<file path="src/rtl/sram_bridge_pkg.sv">
package sram_bridge_pkg;

  typedef enum logic [2:0] {
    LAY_ONE32 = 3'd0,
    LAY_ONE16 = 3'd1,
    LAY_ONE8  = 3'd2,
    LAY_TWO16 = 3'd3,
    LAY_TWO8  = 3'd4
  } layout_e;

  typedef enum logic [2:0] {
    SQ_IDLE,
    SQ_SETUP,
    SQ_ACT,
    SQ_HOLD,
    SQ_ACK
  } seq_state_e;

  // bytes moved per memory beat
  function automatic int lane_bytes(layout_e l);
    case (l)
      LAY_ONE32, LAY_TWO16: return 4;
      LAY_ONE16, LAY_TWO8:  return 2;
      default:              return 1;
    endcase
  endfunction

  // host address bits dropped for the memory address
  function automatic int lane_shift(layout_e l);
    case (l)
      LAY_ONE32, LAY_TWO16: return 2;
      LAY_ONE16, LAY_TWO8:  return 1;
      default:              return 0;
    endcase
  endfunction

  function automatic int beat_bits(int n);
    return (n > 1) ? $clog2(n) : 1;
  endfunction

  function automatic int max4(int a, int b, int c, int d);
    int m;
    m = a;
    if (b > m) m = b;
    if (c > m) m = c;
    if (d > m) m = d;
    return m;
  endfunction

endpackage

</file>
<file path="src/rtl/sram_lane_steer.sv">
// Splits the host word and byte selects into per-beat slices.
module sram_lane_steer
  import sram_bridge_pkg::*;
#(
  parameter int BEATS = 1,
  localparam int DW     = 32 / BEATS,
  localparam int LANES  = DW / 8,
  localparam int BEAT_W = beat_bits(BEATS)
) (
  input  logic              we,
  input  logic [3:0]        sel,
  input  logic [31:0]       wdata,
  input  logic [BEAT_W-1:0] beat,
  output logic [DW-1:0]     beat_data,
  output logic [LANES-1:0]  beat_lanes,
  output logic [BEATS-1:0]  used
);

  logic [DW-1:0]    dslice [BEATS];
  logic [LANES-1:0] sslice [BEATS];

  for (genvar b = 0; b < BEATS; b++) begin : g_slice
    assign dslice[b] = wdata[b*DW +: DW];
    assign sslice[b] = sel[b*LANES +: LANES];
    // reads touch every beat; writes only beats with a selected byte
    assign used[b]   = !we || (|sslice[b]);
  end

  if (BEATS == 1) begin : g_single
    assign beat_data  = dslice[0];
    assign beat_lanes = sslice[0];
  end else begin : g_multi
    assign beat_data  = dslice[beat];
    assign beat_lanes = sslice[beat];
  end

endmodule

</file>
<file path="src/rtl/sram_read_gather.sv">
// Collects read beats into the host word, little-endian.
module sram_read_gather
  import sram_bridge_pkg::*;
#(
  parameter int BEATS = 1,
  localparam int DW     = 32 / BEATS,
  localparam int BEAT_W = beat_bits(BEATS)
) (
  input  logic              clk,
  input  logic              rst,
  input  logic              cap,
  input  logic [BEAT_W-1:0] beat,
  input  logic [DW-1:0]     din,
  output logic [31:0]       word_o
);

  logic [DW-1:0] part [BEATS];

  for (genvar b = 0; b < BEATS; b++) begin : g_part
    always_ff @(posedge clk) begin
      if (rst)
        part[b] <= '0;
      else if (cap && beat == BEAT_W'(b))
        part[b] <= din;
    end
    assign word_o[b*DW +: DW] = part[b];
  end

endmodule

</file>
<file path="src/rtl/sram_seq.sv">
// Beat and stage sequencer; strobes are registered from the next state.
module sram_seq
  import sram_bridge_pkg::*;
#(
  parameter int BEATS     = 1,
  parameter int SETUP_CYC = 1,
  parameter int PULSE_CYC = 1,
  parameter int HOLD_CYC  = 1,
  parameter int READ_CYC  = 1,
  localparam int BEAT_W = beat_bits(BEATS),
  localparam int CNT_W  = $clog2(max4(SETUP_CYC, PULSE_CYC, HOLD_CYC, READ_CYC) + 1)
) (
  input  logic              clk,
  input  logic              rst,
  input  logic              req,
  input  logic              we,
  input  logic [BEATS-1:0]  used,
  output logic              busy,
  output logic              accept,
  output logic              load,
  output logic              cap,
  output logic [BEAT_W-1:0] beat_cur,
  output logic [BEAT_W-1:0] beat_nxt,
  output logic              ce_n,
  output logic              oe_n,
  output logic              we_n,
  output logic              dq_oe,
  output logic              ack
);

  seq_state_e        state, st_n;
  logic [CNT_W-1:0]  cnt, cnt_n;
  logic [BEAT_W-1:0] beat, beat_n;
  logic              f0_ok, fn_ok;
  logic [BEAT_W-1:0] f0_idx, fn_idx;

  always_comb begin
    f0_ok  = 1'b0;
    fn_ok  = 1'b0;
    f0_idx = '0;
    fn_idx = '0;
    // descending scan so the lowest qualifying beat wins
    for (int b = BEATS - 1; b >= 0; b--) begin
      if (used[b]) begin
        f0_ok  = 1'b1;
        f0_idx = BEAT_W'(b);
      end
      if (used[b] && b > int'(beat)) begin
        fn_ok  = 1'b1;
        fn_idx = BEAT_W'(b);
      end
    end
  end

  always_comb begin
    st_n   = state;
    cnt_n  = cnt;
    beat_n = beat;
    accept = 1'b0;
    load   = 1'b0;
    cap    = 1'b0;
    case (state)
      SQ_IDLE: begin
        if (req) begin
          accept = 1'b1;
          if (f0_ok) begin
            st_n   = SQ_SETUP;
            beat_n = f0_idx;
            cnt_n  = CNT_W'(SETUP_CYC - 1);
            load   = 1'b1;
          end else begin
            st_n = SQ_ACK;
          end
        end
      end
      SQ_SETUP: begin
        if (cnt == '0) begin
          st_n  = SQ_ACT;
          cnt_n = we ? CNT_W'(PULSE_CYC - 1) : CNT_W'(READ_CYC - 1);
        end else begin
          cnt_n = cnt - 1'b1;
        end
      end
      SQ_ACT: begin
        if (cnt != '0) begin
          cnt_n = cnt - 1'b1;
        end else if (we) begin
          st_n  = SQ_HOLD;
          cnt_n = CNT_W'(HOLD_CYC - 1);
        end else begin
          cap = 1'b1;
          if (fn_ok) begin
            st_n   = SQ_SETUP;
            beat_n = fn_idx;
            cnt_n  = CNT_W'(SETUP_CYC - 1);
            load   = 1'b1;
          end else begin
            st_n = SQ_ACK;
          end
        end
      end
      SQ_HOLD: begin
        if (cnt != '0) begin
          cnt_n = cnt - 1'b1;
        end else if (fn_ok) begin
          st_n   = SQ_SETUP;
          beat_n = fn_idx;
          cnt_n  = CNT_W'(SETUP_CYC - 1);
          load   = 1'b1;
        end else begin
          st_n = SQ_ACK;
        end
      end
      default: st_n = SQ_IDLE;
    endcase
  end

  always_ff @(posedge clk) begin
    if (rst) begin
      state <= SQ_IDLE;
      cnt   <= '0;
      beat  <= '0;
      ce_n  <= 1'b1;
      oe_n  <= 1'b1;
      we_n  <= 1'b1;
      dq_oe <= 1'b0;
      ack   <= 1'b0;
    end else begin
      state <= st_n;
      cnt   <= cnt_n;
      beat  <= beat_n;
      ce_n  <= !(st_n inside {SQ_SETUP, SQ_ACT, SQ_HOLD});
      oe_n  <= !(!we && (st_n inside {SQ_SETUP, SQ_ACT}));
      we_n  <= !(we && st_n == SQ_ACT);
      dq_oe <= we && (st_n inside {SQ_SETUP, SQ_ACT, SQ_HOLD});
      ack   <= (st_n == SQ_ACK);
    end
  end

  assign busy     = (state != SQ_IDLE);
  assign beat_cur = beat;
  assign beat_nxt = beat_n;

endmodule

</file>
<file path="src/rtl/sram_bridge.sv">
module sram_bridge
  import sram_bridge_pkg::*;
#(
  parameter int      ADDR_W    = 16,
  parameter layout_e LAYOUT    = LAY_ONE32,
  parameter int      SETUP_CYC = 1,
  parameter int      PULSE_CYC = 1,
  parameter int      HOLD_CYC  = 1,
  parameter int      READ_CYC  = 1,
  localparam int LANES  = lane_bytes(LAYOUT),
  localparam int MEM_DW = 8 * LANES,
  localparam int MEM_AW = ADDR_W - lane_shift(LAYOUT)
) (
  input  logic              clk,
  input  logic              rst,
  input  logic              wb_cyc_i,
  input  logic              wb_stb_i,
  input  logic              wb_we_i,
  input  logic [ADDR_W-1:0] wb_adr_i,
  input  logic [3:0]        wb_sel_i,
  input  logic [31:0]       wb_dat_i,
  output logic [31:0]       wb_dat_o,
  output logic              wb_ack_o,
  output logic [MEM_AW-1:0] mem_adr_o,
  input  logic [MEM_DW-1:0] mem_dq_i,
  output logic [MEM_DW-1:0] mem_dq_o,
  output logic              mem_dq_oe,
  output logic              mem_ce_n,
  output logic              mem_oe_n,
  output logic              mem_we_n,
  output logic [LANES-1:0]  mem_be_n
);

  localparam int BEATS  = 4 / LANES;
  localparam int BEAT_W = beat_bits(BEATS);
  localparam int WORD_W = ADDR_W - 2;

  logic              busy, accept, load, cap;
  logic [BEAT_W-1:0] beat_cur, beat_nxt;
  logic [BEATS-1:0]  used;
  logic [MEM_DW-1:0] beat_data;
  logic [LANES-1:0]  beat_lanes;
  logic [MEM_AW-1:0] adr_nxt;

  // request captured at acceptance; bypassed while idle
  logic [WORD_W-1:0] word_q, word_now;
  logic [3:0]        sel_q, sel_now;
  logic [31:0]       dat_q, dat_now;
  logic              we_q, we_now;

  always_ff @(posedge clk) begin
    if (rst) begin
      word_q <= '0;
      sel_q  <= '0;
      dat_q  <= '0;
      we_q   <= 1'b0;
    end else if (accept) begin
      word_q <= wb_adr_i[ADDR_W-1:2];
      sel_q  <= wb_sel_i;
      dat_q  <= wb_dat_i;
      we_q   <= wb_we_i;
    end
  end

  assign word_now = busy ? word_q : wb_adr_i[ADDR_W-1:2];
  assign sel_now  = busy ? sel_q  : wb_sel_i;
  assign dat_now  = busy ? dat_q  : wb_dat_i;
  assign we_now   = busy ? we_q   : wb_we_i;

  sram_lane_steer #(.BEATS(BEATS)) u_steer (
    .we        (we_now),
    .sel       (sel_now),
    .wdata     (dat_now),
    .beat      (beat_nxt),
    .beat_data (beat_data),
    .beat_lanes(beat_lanes),
    .used      (used)
  );

  sram_seq #(
    .BEATS    (BEATS),
    .SETUP_CYC(SETUP_CYC),
    .PULSE_CYC(PULSE_CYC),
    .HOLD_CYC (HOLD_CYC),
    .READ_CYC (READ_CYC)
  ) u_seq (
    .clk     (clk),
    .rst     (rst),
    .req     (wb_cyc_i && wb_stb_i),
    .we      (we_now),
    .used    (used),
    .busy    (busy),
    .accept  (accept),
    .load    (load),
    .cap     (cap),
    .beat_cur(beat_cur),
    .beat_nxt(beat_nxt),
    .ce_n    (mem_ce_n),
    .oe_n    (mem_oe_n),
    .we_n    (mem_we_n),
    .dq_oe   (mem_dq_oe),
    .ack     (wb_ack_o)
  );

  if (BEATS == 1) begin : g_adr_word
    assign adr_nxt = word_now;
  end else begin : g_adr_beat
    assign adr_nxt = {word_now, beat_nxt};
  end

  // address, data and lanes change only when a beat is loaded
  always_ff @(posedge clk) begin
    if (rst) begin
      mem_adr_o <= '0;
      mem_dq_o  <= '0;
      mem_be_n  <= '1;
    end else if (load) begin
      mem_adr_o <= adr_nxt;
      mem_dq_o  <= beat_data;
      mem_be_n  <= we_now ? ~beat_lanes : '0;
    end
  end

  sram_read_gather #(.BEATS(BEATS)) u_gather (
    .clk   (clk),
    .rst   (rst),
    .cap   (cap),
    .beat  (beat_cur),
    .din   (mem_dq_i),
    .word_o(wb_dat_o)
  );

endmodule

</file>
<file path="config.mk">
export PLATFORM = sky130hd
export DESIGN_NAME = sram_bridge
export DESIGN_NICKNAME = d
export VERILOG_FILES = /design/src/rtl/sram_bridge_pkg.sv /design/src/rtl/sram_lane_steer.sv /design/src/rtl/sram_read_gather.sv /design/src/rtl/sram_seq.sv /design/src/rtl/sram_bridge.sv
export SDC_FILE = /design/constraint.sdc
export NUM_CORES = 1
export LEC_CHECK = 0
export ABC_AREA = 1
export BUFFER_PORTS_ARGS = -buffer_cell sky130_fd_sc_hd__buf_2
export CORE_MARGIN = 2
export CORE_UTILIZATION = 50
export DETAILED_ROUTE_END_ITERATION = 7
export GPL_ROUTABILITY_DRIVEN = 0
export PLACE_DENSITY = 0.82
export SETUP_SLACK_MARGIN = 0.15
export SKIP_CTS_REPAIR_TIMING = 1
export SYNTH_ARGS = -nofsm -noshare
export SYNTH_HDL_FRONTEND = slang
export SYNTH_SLANG_ARGS = --single-unit
</file>
<file path="constraint.sdc">
create_clock -name clk -period 3.7 [get_ports clk]
set_input_delay 0.185 -clock clk [delete_from_list [all_inputs] [get_ports clk]]
set_output_delay 0.185 -clock clk [all_outputs]
set_load 0.01 [all_outputs]
</file>
Word-level counts from Yosys, hierarchy flattened

Memories as Yosys holds them, arrays and structs flattened.
Cells that the tools add are included.

Output and inout port bits: 87
Memories: 1
Input port bits: 89
Word-level logic and storage cells: 76
RAM bits: 32
Register bits: 110

Equal/unequal tests: 9
Add/subtract/negate cells: 1
Reduce and logical (&&, ||, !) cells: 18
Bitwise gates (word level): 1
Muxes and demuxes: 32

Memory list:

| memory        | depth | bits a word | rd ports | clocked after Yosys merged registers in | write ports | RTL line               | source |
|---|---|---|---|---|---|---|---|
| u_gather.part | 1     | 32          | 1        | 0                                       | 1           | sram_read_gather.sv:17 | `logic [DW-1:0] part [BEATS];` |

Operator list:

| kind                | count |
|---|---|
| $mux 32             | 2 |
| $reduce_or 32->1    | 1 |
| $mux 1              | 19 |
| $mux 3              | 6 |
| $mux 14             | 1 |
| $eq 3x2->1 const B  | 4 |
| $pmux 3 s4          | 1 |
| $mux 4              | 2 |
| $eq 3x1->1 const B  | 2 |
| $reduce_bool 3->1   | 2 |
| $logic_and 1x1->1   | 4 |
| $logic_not 1->1     | 4 |
| $ne 2x1->1 const B  | 2 |
| $not 4->4           | 1 |
| $reduce_bool 2->1   | 2 |
| $reduce_or 4->1     | 1 |
| $eq 3x3->1 const B  | 1 |
| $logic_not 3->1     | 1 |
| $reduce_and 3->1    | 1 |
| $reduce_or 3->1     | 1 |
| $pmux 1 s2          | 1 |
| $logic_or 1x1->1    | 1 |
| $sub 1x1->1 const B | 1 |

Logic depth before layout (Yosys ltp)

Depth in word-level cells: 12
Depth in mapped cells: 10
Depth with buffers taken out: 10

Cells and area by module

Synthesis repeated with hierarchy kept, for this count alone.

Cells, all modules: 816
Area total of the unflattened synthesis: 6302.3 um^2

By module, submodules not included:

| module           | cells an instance | instances | sequential area each (um^2) | area an instance (um^2) |
|---|---|---|---|---|
| sram_bridge      | 624               | 1         | 2021.9                      | 4285.4 |
| sram_read_gather | 104               | 1         | 960.9                       | 1357.6 |
| sram_seq         | 49                | 1         | 180.2                       | 376.6 |
| sram_lane_steer  | 39                | 1         | 0.0                         | 282.8 |

Least setup slack after synthesis

No wires, ideal clock.

Kind: input to register
Start: input rst
End: memory u_gather.part[0][0], enable pin
Data required time: 3222 ps
Path buffers: 3
Library setup time: 478 ps
Arrival: 1537 ps
Path slack: 1686 ps
Stages: 5
Cell sequence: clkbuf_1 -> inv_1 -> clkbuf_1 -> clkbuf_1 -> nand2_1

Word-level cells in the longest chain between the ends: 4
Elaborated cells between the ends (all ways): 6
Classes of those cells: 5 x mux; 1 x reduce/logical

Ends and longest elaborated chain:

| what                         | RTL line               | source |
|---|---|---|
| start: declaration           | sram_bridge.sv:15      | `input logic rst,` |
| $mux 1                       | sram_read_gather.sv:21 | `if (rst)` |
| $mux 1 (not written as such) | sram_read_gather.sv:24 | `part[b] <= din;` |
| $reduce_or 32->1 (no line)   | -                      |  |
| $mux 1 (no line) (*)         | -                      |  |
| end: declaration             | sram_read_gather.sv:17 |  |

Every way passes the cells marked *; elsewhere a longest branch is shown, timed or not.

Final worst setup path

Start: register u_seq.state[0]
End: register mem_dq_o[4]

Word-level cells in the longest chain between the ends: 8
Elaborated cells between the ends (all ways): 12
Classes of those cells: 7 x mux; 5 x reduce/logical

Ends and longest elaborated chain:

| what                                               | RTL line                             | source |
|---|---|---|
| start: declaration                                 | sram_seq.sv:31                       | `seq_state_e state, st_n;` |
| start signal: assignment                           | sram_seq.sv:129                      | `state <= st_n;` |
| $reduce_bool 3->1                                  | sram_seq.sv:140                      | `assign busy = (state != SQ_IDLE);` |
| $mux 4 or $mux 1 (tied branches)                   | sram_bridge.sv:66, sram_bridge.sv:68 |  |
| $reduce_or 4->1 or $logic_not 1->1 (tied branches) | sram_lane_steer.sv:26                | `assign used[b] = !we \|\| (\|sslice[b]);` |
| $logic_or 1x1->1                                   | sram_lane_steer.sv:26                |  |
| $mux 1                                             | sram_seq.sv:44                       | `if (used[b]) begin` |
| $mux 1                                             | sram_seq.sv:66                       | `if (f0_ok) begin` |
| $mux 1                                             | sram_seq.sv:64                       | `if (req) begin` |
| $mux 1                                             | -                                    |  |
| end signal: assignment                             | sram_bridge.sv:119                   | `mem_dq_o <= beat_data;` |
| end: declaration                                   | sram_bridge.sv:26                    | `output logic [MEM_DW-1:0] mem_dq_o,` |

Several ways; a longest one is shown, not always the timed one.
A chain may end at the register's enable or synchronous reset.

==> results.yml <==
hold_path:
  hp-start: "mem_dq_i[5]"
  min_path_cells: 3
  min_path_type: "input port to register"
  worstHoldEndpoint: "u_gather.part[0][5]"
cts:
  htree_levels: 4
  cts.sinks: 141
  clock_latency_ns: 0.50
  cts-root-buf: "clkbuf_8"
  cts_buffer_depth: 2
  clkSlewWorstSetupHoldPaths_ns: 0.06
  cts_tree: "built"
  numCtsBuffers: 17
place:
  dpl_cell_area_mm2: 0.00655
  post-dp-hpwl_mm: 8.77
  dpl_worst_slack_ns: 1.36
  portBuffers: 173
synth:
  syn_nets: 736
  yosys_warnings: 0
  ys_seq_elements: 141
  synth.largest_area_cell: "dfxtp_1"
  synth_top_area_share: 0.389
  syn_area_per_cell_um2: 8.68
  ys_types: 24
  netlist_instances: 647
  synth_area_mm2: 0.00561
  yosys-top-cells-area: "dfxtp_1, edfxtp_1, mux2_2"
  yosysSeqAreaShare: 0.560
sta:
  timing.final.ws_setup_ns: 1.26
  hold_viol: 4
  setup_viol: 0
  relSlewSlack: 0.301
  clock.fmax_ghz: 0.410
  final.period_utilization: 0.659
  final_max_slew_viol_count: 0
  fin_setup_tns_ns: 0
  hold-worst-slack_ns: -0.0177
  tightest_slew_ns: 1.05
  min_period_ns: 2.44
  finalClockSkew_ns: 0.0130
  rsz0062_at_grt: "false"
power:
  p_total_mw: 3.98
  p_clk_frac: 0.439
  p_seq_frac: 0.430
  p_int_mw: 2.99
  irDropWorstVdd_v: 0.000245
  pwr_density_cell_mw_per_mm2: 511
  netSwitchingFraction: 0.247
  p_sw_uw: 982
  combPwrFrac: 0.131
  leakagePower_nw: 3.55
critical_path:
  crit_path_max_fanout: 54
  path_class: "register to register"
  ff2ff_path_depth: 8
  crit_required_ns: 4.13
  regToRegSetupSlack_ns: 1.26
  crit_path_start_kind: "register"
  r2r_start: "u_seq.state[0]"
  worstPathArrival_ns: 2.87
  reg2reg_to: "mem_dq_o[4]"
  cp-end-kind: "register"
routing:
  routed_wl_mm: 14.9
  drt.antenna.violating_nets: 0
  met2_length_mm: 7.70
  dr_total_vias: 5179
  route.met3.wl_mm: 1.03
  drcViolationCount: 0
  met1_length_mm: 6.05
  drt_pass1_iterations: 4
  vias_per_cell: 5.07
  dr.max_layer_used: "met4"
  wire_per_inst_um: 14.6
  initialDrtViolationCount: 262
die:
  die_w_um: 110
  core-area_mm2: 0.0109
  die_h_um: 110
  num_rows: 38
  ios: 176
  dieArea_mm2: 0.0121
  start_util: 0.516
finish:
  num_antenna_cells: 0
  final_cell_mix: "buf_2, nor2_1, nand2_1"
  drive_gt1_frac: 0.298
  final_common_cell: "buf_2"
  multi_input_area_mm2: 0.00212
  fillers: 798
  syn2layout_area_growth_pct: 38.7
  regArea_mm2: 0.00314
  fin_util: 0.715
  nets: 958
  design_area_mm2: 0.00779
outcome:
  status: "finished, violations left"
  violations: "hold timing"
global_routing:
  grt_overflow: 0
  antenna_found_initial: 0
  grt_max_degree: 55
  grt_util_all_layers: 0.225
  grt_pass1_vias: 4580
  grt_pass1_wl_mm: 21.2
job:
  drv_cap: 0
## metrics by stage
| step | std cells | hold WS (ns) |
|---|---|---|
| final | 1022 | -0.0177 |
| after global routing | 1022 | 0.000459 |
| after CTS | 960 | -0.0846 |
| after detailed placement | 928 | 0.447 |
| after global placement | 928 | 0.442 |
| after floorplan | 647 | 0.330 |
## sequential cells by signal, summed over array words and instances, names as in the netlist, 3 cells and up
register / cells
sel_q: 4
u_gather.part: 32
mem_adr_o: 14
mem_dq_o: 32
mem_be_n: 4
dat_q: 32
u_seq.state: 3
word_q: 14
## synth_stat cells
cell type  count
nor2_1       128
o211ai_1       1
a21oi_1       53
nand2_2        2
nand2_1      114
dfxtp_1      109
edfxtp_1      32
nand4_1        4
o21ai_1       32
nor3_1         1
inv_2          2
o21ai_4        1
nand3_1       10
nand3b_1       2
nor2_4         1
o21bai_4       1
o21ai_0       19
buf_2         14
buf_1          1
clkinv_1       1
inv_1         47
mux2_2        46
clkbuf_1      25
o21bai_1       1
## logic make-up (layout without fill, tap and decap cells)
group,count (synthesis),after routing,synth area share
compound gates,108,108,0.102
buf+inv,90,325,0.0633
flops,141,141,0.560
mux,46,46,0.0923
simple gates,262,262,0.183
## power groups by stage
stage	Sequential (mW)	Combinational (mW)	Clock [mW]
6_report	1.71	0.520	1.75
3_3_place_gp	1.74	0.451	0
4_1_cts	1.71	0.464	1.76
2_1_floorplan	1.77	0.259	0
3_5_place_dp	1.74	0.460	0
5_1_grt	1.72	0.573	1.83
## routing by layer
metal | vias to the layer above | global-route usage
li1 | 2535 | -
met1 | 2433 | 0.252
met2 | 193 | 0.410
met3 | 18 | 0.0699
met4 | 0 | 0.0642
met5 | - | 0
## worst max-delay path: stages (launching register included)
cell and delay (ns):
dfxtp_1 0.33, nor2_4 0.21, nand2_2 0.32, o21ai_4 0.33, nand2_2 0.13, o21bai_4 0.17, buf_4 0.49, o21ai_0 0.20
nor2_1 0.15
## how the worst max path moves through the flow
stage	startpoint	end	depth (start not counted)	slack [ns]
floorplan	rst	u_gather.part[0][0]	5	1.69
CTS	u_seq.state[0]	u_seq.dq_oe	9	1.27
global route	u_seq.state[0]	u_seq.dq_oe	9	1.06
finish	u_seq.state[0]	mem_dq_o[4]	8	1.26
detailed placement	u_seq.state[0]	u_seq.dq_oe	9	1.36
global placement	u_seq.state[0]	u_seq.dq_oe	9	1.38
## layout make-up
class                      count  share of cell area
timing repair buffer         243               0.199
inverter                      50              0.0241
clock buffer                  22              0.0638
clock inverter                10              0.0156
multi-input combinational    416               0.272
tap                          140              0.0225
sequential                   141               0.404
(Power assumes the default switching activity.)
